`src/rtl/annot_pkg.sv`:
```
package annot_pkg;
  localparam int unsigned SLOTS_DEF  = 8;
  localparam int unsigned CODE_W_DEF = 3;
  localparam int unsigned FLAGS_DEF  = 7;

  // pick flag k (1-based) from a flag vector; code 0 or out of range -> 0
  function automatic logic flag_pick(input logic [7:0] code, input logic [31:0] fl,
                                     input int unsigned nflag);
    logic r;
    r = 1'b0;
    for (int unsigned k = 1; k <= 31; k++) begin
      if (k <= nflag && code == 8'(k)) r = fl[k-1];
    end
    return r;
  endfunction
endpackage

```
`src/rtl/annot_store.sv`:
```
module annot_store #(
  parameter int unsigned W = 8
) (
  input  logic         clk,
  input  logic         rst_n,
  input  logic         flush,
  input  logic         adv,
  input  logic         wr,
  input  logic [W-1:0] wdata,
  output logic [W-1:0] act,
  output logic [W-1:0] pend
);
  logic [W-1:0] act_d, pend_d;
  logic         upd;

  always_comb begin
    act_d  = act;
    pend_d = pend;
    if (flush) begin
      act_d  = '0;
      pend_d = '0;
    end else begin
      if (adv) begin
        act_d  = pend;
        pend_d = '0;
      end
      if (wr) pend_d = wdata;
    end
  end

  assign upd = flush | adv | wr;

  always_ff @(posedge clk or negedge rst_n) begin
    if (!rst_n) begin
      act  <= '0;
      pend <= '0;
    end else if (upd) begin
      act  <= act_d;
      pend <= pend_d;
    end
  end

  // advance hands pending to active
  a_r6_adv_moves: assert property (@(posedge clk) disable iff (!rst_n)
    (adv && !flush) |=> act == $past(pend));
  // pending emptied by advance without write
  a_r6_pend_cleared: assert property (@(posedge clk) disable iff (!rst_n)
    (adv && !flush && !wr) |=> pend == '0);
  // flush empties both copies
  a_r8_flush_clears: assert property (@(posedge clk) disable iff (!rst_n)
    flush |=> (act == '0 && pend == '0));
  // active copy untouched without advance or flush
  a_r5_act_holds: assert property (@(posedge clk) disable iff (!rst_n)
    (!adv && !flush) |=> $stable(act));
  // write lands in pending
  a_r7_wr_pending: assert property (@(posedge clk) disable iff (!rst_n)
    (wr && !flush) |=> pend == $past(wdata));
endmodule

```
`src/rtl/slot_gate.sv`:
```
module slot_gate
  import annot_pkg::*;
#(
  parameter int unsigned CODE_W = CODE_W_DEF,
  parameter int unsigned NFLAG  = FLAGS_DEF
) (
  input  logic [CODE_W-1:0] code,
  input  logic              vld,
  input  logic              split,
  input  logic [NFLAG-1:0]  flags,
  output logic              en,
  output logic              half_lo,
  output logic              half_hi
);
  logic flag_ok;

  always_comb begin
    flag_ok = flag_pick(8'(code), 32'(flags), NFLAG);
    en      = vld & ((code == '0) | flag_ok);
    half_lo = en;
    half_hi = en & split;
  end
endmodule

```
`src/rtl/slot_annot_buf.sv`:
```
module slot_annot_buf
  import annot_pkg::*;
#(
  parameter int unsigned SLOTS  = SLOTS_DEF,
  parameter int unsigned CODE_W = CODE_W_DEF,
  parameter int unsigned NFLAG  = FLAGS_DEF
) (
  input  logic                      clk,
  input  logic                      rst_n,
  input  logic                      flush,
  input  logic                      blk_adv,
  input  logic                      pred_wr,
  input  logic [SLOTS*CODE_W-1:0]   pred_imm,
  input  logic                      split_wr,
  input  logic [SLOTS-1:0]          split_imm,
  input  logic [SLOTS-1:0]          slot_vld,
  input  logic [NFLAG-1:0]          flags,
  output logic [SLOTS*CODE_W-1:0]   act_pred,
  output logic [SLOTS-1:0]          act_split,
  output logic [SLOTS-1:0]          exec_en,
  output logic [2*SLOTS-1:0]        half_en
);
  localparam int unsigned PW = SLOTS * CODE_W;

  logic [PW-1:0]    pend_pred;
  logic [SLOTS-1:0] pend_split;

  annot_store #(.W(PW)) u_pred (
    .clk(clk), .rst_n(rst_n), .flush(flush), .adv(blk_adv),
    .wr(pred_wr), .wdata(pred_imm), .act(act_pred), .pend(pend_pred)
  );

  annot_store #(.W(SLOTS)) u_split (
    .clk(clk), .rst_n(rst_n), .flush(flush), .adv(blk_adv),
    .wr(split_wr), .wdata(split_imm), .act(act_split), .pend(pend_split)
  );

  for (genvar i = 0; i < SLOTS; i++) begin : g_slot
    slot_gate #(.CODE_W(CODE_W), .NFLAG(NFLAG)) u_gate (
      .code   (act_pred[i*CODE_W +: CODE_W]),
      .vld    (slot_vld[i]),
      .split  (act_split[i]),
      .flags  (flags),
      .en     (exec_en[i]),
      .half_lo(half_en[2*i]),
      .half_hi(half_en[2*i+1])
    );

    // unpredicated valid slot always enabled
    a_r2_unpred_en: assert property (@(posedge clk) disable iff (!rst_n)
      (slot_vld[i] && act_pred[i*CODE_W +: CODE_W] == '0) |-> exec_en[i]);
    // upper half only on split slots
    a_r4_hi_needs_split: assert property (@(posedge clk) disable iff (!rst_n)
      half_en[2*i+1] |-> (act_split[i] && exec_en[i]));
    // no enable without a valid slot
    a_r3_needs_vld: assert property (@(posedge clk) disable iff (!rst_n)
      exec_en[i] |-> slot_vld[i]);
  end

  // a split write alone leaves predicate pending copy alone
  a_r9_indep: assert property (@(posedge clk) disable iff (!rst_n)
    (split_wr && !pred_wr && !blk_adv && !flush) |=> $stable(pend_pred));
endmodule

```
`config.mk`:
```
export PLATFORM = sky130hd
export DESIGN_NAME = slot_annot_buf
export DESIGN_NICKNAME = d
export VERILOG_FILES = /design/src/rtl/annot_pkg.sv /design/src/rtl/annot_store.sv /design/src/rtl/slot_gate.sv /design/src/rtl/slot_annot_buf.sv
export SDC_FILE = /design/constraint.sdc
export NUM_CORES = 1
export LEC_CHECK = 0
export BUFFER_PORTS_ARGS = -buffer_cell sky130_fd_sc_hd__buf_2
export CORE_MARGIN = 2
export CORE_UTILIZATION = 49
export CTS_CLUSTER_SIZE = 40
export DETAILED_ROUTE_END_ITERATION = 10
export PLACE_DENSITY_LB_ADDON = 0.1
export RECOVER_POWER = 50
export SYNTH_ARGS = -nofsm -noshare
export SYNTH_HDL_FRONTEND = slang
export SYNTH_SLANG_ARGS = --single-unit
```
`constraint.sdc`:
```
create_clock -name clk -period 1.8 [get_ports clk]
set_input_delay 0.27 -clock clk [delete_from_list [all_inputs] [get_ports clk]]
set_output_delay 0.27 -clock clk [all_outputs]
set_load 0.005 [all_outputs]
```
==> results of run 1 <==
## logic make-up (layout without fill, tap and decap cells)
| logic type | Yosys count | in the layout | share of synthesized area |
|---|---|---|---|
| and+or+nand+nor | 82 | 82 | 0.1072 |
| buffers and inverters | 64 | 142 | 0.1185 |
| DFF | 64 | 64 | 0.4668 |
| other | 0 | 1 | 0 |
| AOI/OAI and AO/OA | 60 | 60 | 0.1375 |
| muxes | 57 | 57 | 0.1699 |
## worst register-to-register path: cells and delay by family (launching register included)
family,cells,cell delay (ns)
mux,1,0.11
buf+inv,2,0.29
flops,1,0.44
simple gates,1,0.05
## report_power, final
part | leakage [nW] | switching (mW) | total (mW) | internal [mW]
clock network | 0.0842 | 0.509 | 1.06 | 0.551
logic | 1.11 | 0.219 | 0.416 | 0.197
registers | 0.860 | 0.0475 | 1.54 | 1.49
total | 2.05 | 0.775 | 3.02 | 2.24
## metal layers
metal  routed length [µm]  global-route usage  up-vias
met2                 3769              0.3354       89
met1                 3978              0.3275     1279
met3                  487             0.06598        8
met4                   95             0.06573        0
li1                     -                   -     1255
met5                    0                   0        -
## path summary, 6_finish.rpt
| kind | endpoint | slack, ns | depth (start not counted) | start |
|---|---|---|---|---|
| min reg2reg | u_pred.pend[4]$_DFFE_PN0N_ | 0.50 | 1 | u_pred.pend[4]$_DFFE_PN0N_ |
| min in group asynchronous | u_pred.pend[21]$_DFFE_PN0N_ | 0.47 | 2 | rst_n |
| min | u_pred.pend[13]$_DFFE_PN0N_ | 0.16 | 2 | pred_imm[13] |
| max reg2reg | u_pred.act[8]$_DFFE_PN0P_ | 0.77 | 4 | u_pred.act[8]$_DFFE_PN0P_ |
| max | exec_en[0] | -0.13 | 4 | u_pred.act[2]$_DFFE_PN0P_ |
| max in group asynchronous | u_pred.act[23]$_DFFE_PN0P_ | 0.31 | 3 | rst_n |
## per-stage QoR
step                      instance area, µm²  cells  setup TNS (ns)  hold WS [ns]  setup WS, ns
after floorplan                         3431    327               0      -0.02559        0.1637
after global placement                  3785    475               0        0.3216        0.1828
after detailed placement                3785    475               0        0.3202        0.1790
after CTS                               4068    500         -0.5537        0.1398       -0.1540
after global routing                    4065    502          -1.890        0.1450       -0.2063
final                                   4065    502         -0.5210        0.1560       -0.1332
## final cells by class
type / count / area (µm²)
fill: 619 / 2729
sequential: 64 / 1609
multi-input combinational: 199 / 1464
timing repair buffer: 129 / 709.4
clock buffer: 12 / 155.1
tap: 96 / 120.1
clock inverter: 1 / 5.005
antenna: 1 / 2.502
## registers in the layout, indices dropped and copies added, names as in the netlist
| register | cells |
|---|---|
| u_pred.act | 24 |
| u_pred.pend | 24 |
| u_split.act | 8 |
| u_split.pend | 8 |
## cell usage in the layout, fill, tap and decap left out
master,synthesis,layout
buf_6,2,4
clkbuf_4,0,1
mux4_2,1,1
dlygate4sd3_1,0,1
clkbuf_1,7,2
dfrtp_2,0,6
nand2_1,15,15
a21boi_2,0,6
clkbuf_8,0,11
a21oi_2,0,3
nor2_1,49,49
a22o_1,24,24
nor3b_1,7,7
o22a_1,7,7
buf_2,18,106
a21oi_1,14,11
a21boi_1,7,1
nor3_2,1,1
nor2b_2,1,1
a22oi_1,1,1
diode_2,0,1
clkbuf_2,4,3
nor2b_4,0,1
a221o_1,7,7
nand2b_1,7,7
clkinv_2,0,1
buf_4,33,13
mux2i_1,56,56
nor2b_1,2,1
dfrtp_1,64,58
## repair_timing
action,4_1_cts,5_1_grt
pin swaps,13,6
setup buffers,11,1
hold buffers,1,0
endpoints found under the setup margin,24,24
gates cloned,0,0
gates resized for setup,13,11
endpoints found under the hold margin,21,0
==> metrics.cfg, run 1 <==
[status]
status=complete, but fails checks
violations=setup timing

[critical_path]
required_ns=1.53
startpoint_type=flip-flop
crit_type=flip-flop to output port
worstPathMaxFanout=5
end_kind=output port
cp_cell_sequence=mux2i_1, mux4_2, nor2b_1, buf_2
cp_num_buf_inv=1
crit_path_max_incr_delay_ns=0.49
crit_slowest_cell=mux4_2
crit_arrival_ns=1.66
crit_family=multiplexers

[clock_tree]
clockBufferDepth=2
cts-buffers-inserted=9
clockRootBuffer=clkbuf_8
htree_levels=3
cts.sinks=64
cts_tree=built
clk_latency_ns=0.33
path_clk_slew_ns=0.07

[grt]
grt_pass1_wl_um=13070
grt_max_degree=41
antenna_found_initial=1
grt_pass1_vias=2495
grtUsageTotal=0.2275
grt_overflow=0

[die]
initial_core_util=0.5050
die_h_um=87.68
die_area_mm2=0.007687
die_w_um=87.68
fp-row-count=30
ios=109
core_area_mm2=0.006794

[yosys]
synth_nets=380
synth_top_area_frac=0.4668
synthCells=327
yosysMostFrequentCell=dfrtp_1
synth_seq_cells=64
yosys_warnings=0
synth.cells.most_frequent=64 x dfrtp_1, 56 x mux2i_1, 49 x nor2_1
ys_seq_area_frac=0.4668
synth-edff-count=0
synth_top_area_cell=dfrtp_1
avgSynthCellArea_um2=10.49
synthesis.area_mm2=0.003431
synth-main-ff-cell=dfrtp_1
synth_area_leaders=dfrtp_1 47%, mux2i_1 16%, buf_4 7.2%
synthArstFlopShare=1.000
synthDistinctLibCells=21

[finish]
drive_gt1_frac=0.3901
fin_nets=456
final_util=0.5983
syn_to_final_growth_pct=18.49

[sta]
timing.final.crit_period_ns=1.933
finalHoldViolCount=0
rsz0062_at_grt=yes
maxSlewViolCount=0
tightestPinTransition_ns=1.095
fin_crit_sh=1.074
relSlewSlack=0.2670
fmax_ghz=0.5173
fin_ws_ns=-0.1332
fin_worst_skew_ns=0.008776
setup_violations=11

[route]
ant_nets=0
finalWirelength_um=8331
via_per_inst=5.241
drtPass1Iterations=4
wire_per_inst_um=16.60
vias=2631
drc_errors=0
drt_iter0_markers=122

[placed_design]
port_buffers=108
hpwl_um=5632
gp_congestion=0.7564

[hold_path]
hp-class=input pin to flip-flop

[power_and_ir_drop]
power.density_mw_per_mm2=741.9
power.leakage_nw=2.055
power_mw=3.016
peakVddDrop_mv=0.4588

[run]
cap_viol_max_count=0

(Power assumes the default switching activity.)
==> run 2, diff against run 1 <==
ABC_AREA = 1   (was not set)
SETUP_SLACK_MARGIN = 0.05   (was not set)
==> run 2 against run 1 <==
The run now ends clean. Clock-buffer cell count increased by 1. Area after synthesis decreased by 1.3%. Clock power grew 19%. Non-clock buffer count fell by 9. Critical path type unchanged. Critical endpoint is now half_en[7]. Largest cell class unchanged. Largest power group unchanged.
==> metrics.cfg, run 2 <==
[status]
status=complete, no violations

[critical_path]
crit_family=simple AND/OR/NAND/NOR gates
cpMostUsedCell=nand2_1
required_ns=1.53  ; about the same
crit_type=flip-flop to output port
worstPathMaxFanout=6  ; +1
crit_arrival_ns=1.46  ; -0.20 ns
startpoint_type=flip-flop
cp_cell_sequence=inv_2, nand2_1, nand3_1, nand2_1, nand2_1, nand3_2, nor2_1, buf_2
end_kind=output port
crit_path_max_incr_delay_ns=0.45  ; -0.04 ns
crit_slowest_cell=dfrtp_2
cp_num_buf_inv=2  ; +1

[yosys]
yosysMostFrequentCell=nand2_1
synthCells=421  ; +29%
avgSynthCellArea_um2=8.045  ; -23%
yosys_warnings=0  ; unchanged
synth_top_area_cell=dfrtp_1
synth_area_leaders=dfrtp_1 47%, nand3_1 11%, nand2_1 9.0%
synth-main-ff-cell=dfrtp_1
synth_top_area_frac=0.4728  ; +0.006036
synth.cells.most_frequent=81 x nand2_1, 75 x inv_1, 72 x nand3_1
synth_nets=474  ; +25%
synth-edff-count=0  ; unchanged
ys_seq_area_frac=0.4728  ; +0.006036
synthDistinctLibCells=18  ; -14%
synthesis.area_mm2=0.003387  ; -1.3%
synth_seq_cells=64  ; unchanged
synthArstFlopShare=1.000  ; unchanged

[route]
drtPass1Iterations=5  ; +1
vias=2998  ; +14%
finalWirelength_um=8600  ; +3.2%
ant_nets=0  ; unchanged
via_per_inst=5.134  ; -2.1%
wire_per_inst_um=14.73  ; -11%
drc_errors=0  ; unchanged
drt_iter0_markers=205  ; +68%

[sta]
fmax_ghz=0.5775  ; +12%
fin_worst_skew_ns=0.003959  ; -0.004816 ns
tightestPinTransition_ns=0.8716  ; -0.2230 ns
tns_ns=0  ; +0.5210 ns
fin_ws_ns=0.06826  ; +0.2015 ns
maxSlewViolCount=0  ; unchanged
fin_crit_sh=0.9621  ; -0.1119
hold_slack_ns=0.1639  ; +0.007875 ns
finalHoldViolCount=0  ; unchanged
timing.final.crit_period_ns=1.732  ; -0.2015 ns
rsz0062_at_grt=yes
relSlewSlack=0.4190  ; +0.1520
setup_violations=0  ; -11

[grt]
grtUsageTotal=0.2360  ; +0.008475
grt_pass1_vias=2773  ; +11%
grt_pass1_wl_um=13630  ; +4.3%
grt_max_degree=65  ; +59%
grt_overflow=0  ; unchanged
antenna_found_initial=0  ; -1

[placed_design]
gp_congestion=0.8071  ; +6.7%
pre_cts_ws_ns=0.2808  ; +0.1018 ns
hpwl_um=5676  ; +0.78%
port_buffers=108  ; unchanged
placed_cells=561  ; +18%
placed_cell_area_mm2=0.003729  ; -1.5%

[power_and_ir_drop]
power_mw=3.228  ; +7.0%
power.leakage_nw=2.129  ; +3.6%
power.density_mw_per_mm2=785.6  ; +5.9%
peakVddDrop_mv=0.4125  ; -10%

[finish]
mostFrequentLayoutCells=102 x buf_2, 75 x nand2_1, 63 x inv_1
design_area_mm2=0.004109  ; +1.1%
area.sequential_mm2=0.001610  ; about the same
reg_top3=u_pred.act: 24 flops, u_pred.pend: 24 flops
diodes=0  ; -1
syn_to_final_growth_pct=21.32
num-fill-cells=589  ; -4.8%
multi_input_area_mm2=0.001244  ; -15%
layout_commonest_cell=buf_2
fin_nets=552  ; +21%
layout.cells.non_filler=584  ; +16%
final_util=0.6081  ; +0.009805
drive_gt1_frac=0.3889  ; -0.001235

[clock_tree]
cts.sinks=64  ; unchanged
clockRootBuffer=clkbuf_8
clockBufferDepth=2  ; unchanged
cts-buffers-inserted=9  ; unchanged
cts_tree=built
path_clk_slew_ns=0.07  ; about the same
clk_latency_ns=0.34  ; about the same
htree_levels=3  ; unchanged

[die]
die_h_um=87.14  ; -0.61%
fp-row-count=30  ; unchanged
die_w_um=87.14  ; -0.61%
core_area_mm2=0.006756  ; -0.55%
initial_core_util=0.5013  ; -0.003676
ios=109  ; unchanged
die_area_mm2=0.007593  ; -1.2%

[run]
cap_viol_max_count=0  ; unchanged

[hold_path]
hp-class=input pin to flip-flop

## run 2: power by group
part / switching [mW] / internal, mW / leakage [nW]
Combinational: 0.273 / 0.175 / 1.17
Sequential: 0.0280 / 1.49 / 0.858
Clock: 0.547 / 0.712 / 0.103
## run 2: cell type report
cell class                 instances  share of cell area
sequential                        64              0.3919
multi-input combinational        228              0.3027
timing repair buffer             120              0.1626
inverter                          76             0.07004
clock buffer                      13             0.03867
tap                               80             0.02436
clock inverter                     3            0.009744
## run 2: kinds of logic after synthesis
group / count (synthesis) / share of synthesized area
buffers and inverters: 129 / 0.1873
AO/OA/AOI/OAI: 64 / 0.1286
AND/OR/NAND/NOR: 164 / 0.2113
flip-flops: 64 / 0.4728
## run 2: worst paths after layout
check                                               to  cells past startpoint  slack (ns)                        start
setup / recovery                            half_en[7]                      8        0.07   u_pred.act[10]$_DFFE_PN0P_
min in group asynchronous   u_split.act[3]$_DFFE_PN0P_                      3        0.69                        rst_n
hold / removal             u_pred.pend[15]$_DFFE_PN0N_                      3        0.16                 pred_imm[15]
setup reg to reg            u_pred.act[16]$_DFFE_PN0P_                      3        0.97   u_pred.act[16]$_DFFE_PN0P_
max in group asynchronous    u_pred.act[7]$_DFFE_PN0P_                      3        0.49                        rst_n
hold reg to reg            u_pred.pend[15]$_DFFE_PN0N_                      2        0.52  u_pred.pend[15]$_DFFE_PN0N_
## run 2: layer usage
layer	track usage	share of wire	up-vias
met5	0	0	-
met1	0.3446	0.47	1404
met4	0.09650	0.016	0
met3	0.03507	0.058	12
li1	-	-	1473
met2	0.3532	0.45	109
## run 2: timing repair
action	4_1_cts	5_1_grt
endpoints found under the hold margin	64	0
resized for setup	4	45
pin swaps	0	15
cloned	0	0
setup buffers	3	3
endpoints found under the setup margin	10	24
hold buffers	1	0
## run 2: worst reg2reg max path: stages, from the launching register on
cell and delay (ns):
dfrtp_2 0.44, inv_2 0.09, buf_4 0.10, o22ai_1 0.06
==> run 3, diff against run 2 <==
SYNTH_HIERARCHICAL = 1   (was not set)
==> run 3 against run 2 <==
Fmax is 0.57% higher. Sequential power hardly changed. First-iteration DRC count is 29% higher. Via count is 7.8% higher. Critical path depth stayed put. Cell area is 0.24% lower. Non-clock buffer count is 2 higher. Die area is 1.9% lower. Worst hold slack worse by 0.031 ns. Critical endpoint is now exec_en[4]. Largest cell class unchanged. Largest power group unchanged.
==> metrics.cfg, run 3 <==
[sta]
fin_ws_ns=0.07810  ; +0.009834 ns
fin_worst_skew_ns=0.004726  ; +0.0007667 ns
tns_ns=0  ; unchanged
setup_violations=0  ; unchanged
maxSlewViolCount=0  ; unchanged
rsz0062_at_grt=yes
timing.final.crit_period_ns=1.722  ; -0.009834 ns
hold_slack_ns=0.1326  ; -0.03135 ns
fin_crit_sh=0.9566  ; -0.005464
relSlewSlack=0.2687  ; -0.1503
finalHoldViolCount=0  ; unchanged
tightestPinTransition_ns=1.093  ; +0.2214 ns
fmax_ghz=0.5808  ; +0.57%

[power_and_ir_drop]
power.density_mw_per_mm2=721.0  ; -8.2%
comb_power_share=0.132  ; -0.007
peakVddDrop_mv=0.4944  ; +20%
p_sw_mw=0.7880  ; -7.2%
swShare=0.2666  ; +0.003712
power_mw=2.955  ; -8.4%
pwr-share-seq=0.521  ; +0.050
pwr-share-clk=0.347  ; -0.043
power.leakage_nw=2.417  ; +14%
power.internal_mw=2.167  ; -8.9%

[yosys]
synth_top_area_cell=dfrtp_1
synth_seq_cells=64  ; unchanged
synthesis.area_mm2=0.003318  ; -2.0%
synth.cells.most_frequent=208 x nand2_1, 94 x nand3_1, 64 x dfrtp_1
synth_area_leaders=dfrtp_1 48%, nand2_1 24%, nand3_1 14%
synth_nets=509  ; +7.4%
yosysMostFrequentCell=nand2_1
synth-main-ff-cell=dfrtp_1
synthCells=456  ; +8.3%
synthArstFlopShare=1.000  ; unchanged
synthDistinctLibCells=14  ; -4
synth-edff-count=0  ; unchanged
yosys_warnings=6  ; +6
synth_top_area_frac=0.4827  ; +0.009806
avgSynthCellArea_um2=7.277  ; -9.6%
ys_seq_area_frac=0.4827  ; +0.009806

[critical_path]
crit_type=flip-flop to output port
crit_slowest_cell=dfrtp_2
required_ns=1.53  ; about the same
worstPathMaxFanout=5  ; -1
startpoint_type=flip-flop
crit_arrival_ns=1.45  ; about the same
cp_cell_sequence=buf_4, nand2_1, nand3_1, nand2_1, nand2_1, nand3_2, inv_1, buf_2
crit_family=flip-flops
cpMostUsedCell=nand2_1
cp_num_buf_inv=3  ; +1
crit_path_max_incr_delay_ns=0.44  ; about the same
end_kind=output port

[finish]
diodes=0  ; unchanged
mostFrequentLayoutCells=208 x nand2_1, 106 x buf_2, 88 x nand3_1
design_area_mm2=0.004099  ; -0.24%
syn_to_final_growth_pct=23.53
fin_nets=618  ; +12%
drive_gt1_frac=0.2870  ; -0.1019
layout.cells.non_filler=645  ; +10%
layout_commonest_cell=nand2_1
final_util=0.6346  ; +0.02649
reg_top3=u_pred/act: 24 flops, u_pred/pend: 24 flops

[clock_tree]
clockBufferDepth=2  ; unchanged
path_clk_slew_ns=0.06  ; about the same
cts_tree=built
clk_latency_ns=0.33  ; about the same
cts-buffers-inserted=9  ; unchanged
cts.sinks=64  ; unchanged
clockRootBuffer=clkbuf_8
htree_levels=3  ; unchanged

[grt]
grt_pass1_vias=2845  ; +2.6%
grt_max_degree=49  ; -25%
grt-busiest-layer=met1
use_met3=0.04000  ; +0.004929
grt_use_met1=0.3594  ; +0.01476
antenna_found_initial=0  ; unchanged
grtUsageTotal=0.2392  ; +0.003228
use_met2=0.3517  ; -0.001571
grt_overflow=0  ; unchanged
grt_pass1_wl_um=13870  ; +1.8%

[route]
vias=3232  ; +7.8%
drtPass1Iterations=4  ; -1
finalWirelength_um=8615  ; +0.17%
drc_errors=0  ; unchanged
ant_nets=0  ; unchanged
drt_iter0_markers=265  ; +29%
via_per_inst=5.011  ; -2.4%
wire_per_inst_um=13.36  ; -9.3%

[die]
initial_core_util=0.5138  ; +0.01246
ios=109  ; unchanged
die_area_mm2=0.007446  ; -1.9%
die_w_um=86.29  ; -0.98%
die_h_um=86.29  ; -0.98%
fp-row-count=29  ; -3.3%
core_area_mm2=0.006459  ; -4.4%

[placed_design]
placed_cell_area_mm2=0.003877  ; +4.0%
hpwl_um=6200  ; +9.2%
gp_congestion=0.8140  ; +0.85%
port_buffers=108  ; unchanged
pre_cts_ws_ns=0.3637  ; +0.08288 ns
placed_cells=623  ; +11%

[hold_path]
hp-class=input pin to flip-flop

[run]
cap_viol_max_count=0  ; unchanged

[status]
status=complete, no violations

[run 3: routing by layer]
layer	part of all wire	routed length [µm]	vias up
li1	-	-	1634
met1	0.48	4099	1464
met2	0.44	3780	127
met3	0.076	658	7
met4	0.0089	77	0
met5	0	0	-
[run 3: power by group through the flow]
stage,Combinational [mW],Clock [mW],Sequential [mW]
floorplan,0.206,0,1.55
global placement,0.383,0,1.56
detailed placement,0.390,0,1.56
CTS,0.396,1.04,1.54
global route,0.444,1.10,1.55
finish,0.391,1.03,1.54
[run 3: repair_timing]
item / in CTS / in global routing
resized for setup: 4 / 20
endpoints found under the setup margin: 7 / 24
endpoints found under the hold margin: 20 / 0
hold buffers: 1 / 0
pin swaps: 0 / 2
setup buffers: 2 / 5
[run 3: layout make-up]
type,instances,area (µm²)
Clock buffer,13,148.9
Clock inverter,1,5.005
Fill cell,612,2360
Inverter,44,165.2
Multi-Input combinational cell,324,1416
Sequential cell,64,1613
Tap cell,77,96.34
Timing Repair Buffer,122,654.4
[run 3: path summary, 6_finish.rpt]
check / startpoint / slack (ns) / end / depth (start not counted)
worst max-delay path: u_pred/act[13]$_DFFE_PN0P_ / 0.08 / exec_en[4] / 8
min in group asynchronous: rst_n / 0.46 / u_pred/pend[7]$_DFFE_PN0P_ / 2
max in group asynchronous: rst_n / 0.44 / u_pred/act[16]$_DFFE_PN0P_ / 3
worst max register to register: u_pred/act[19]$_DFFE_PN0P_ / 0.95 / u_pred/act[19]$_DFFE_PN0P_ / 3
worst min-delay path: pred_imm[8] / 0.13 / u_pred/pend[8]$_DFFE_PN0P_ / 3
worst min register to register: u_split/act[1]$_DFFE_PN0P_ / 0.50 / u_split/act[1]$_DFFE_PN0P_ / 2
[run 3: kinds of logic (layout without fill, tap and decap cells)]
| family | after synthesis | in the layout | share of synthesized area |
|---|---|---|---|
| simple gates | 324 | 324 | 0.4193 |
| flops | 64 | 64 | 0.4827 |
| buf+inv | 68 | 180 | 0.09803 |
[run 3: worst min-delay path: stages]
cell	delay (ns)
buf_2	0.07
nand2_1	0.04
nand2_1	0.05
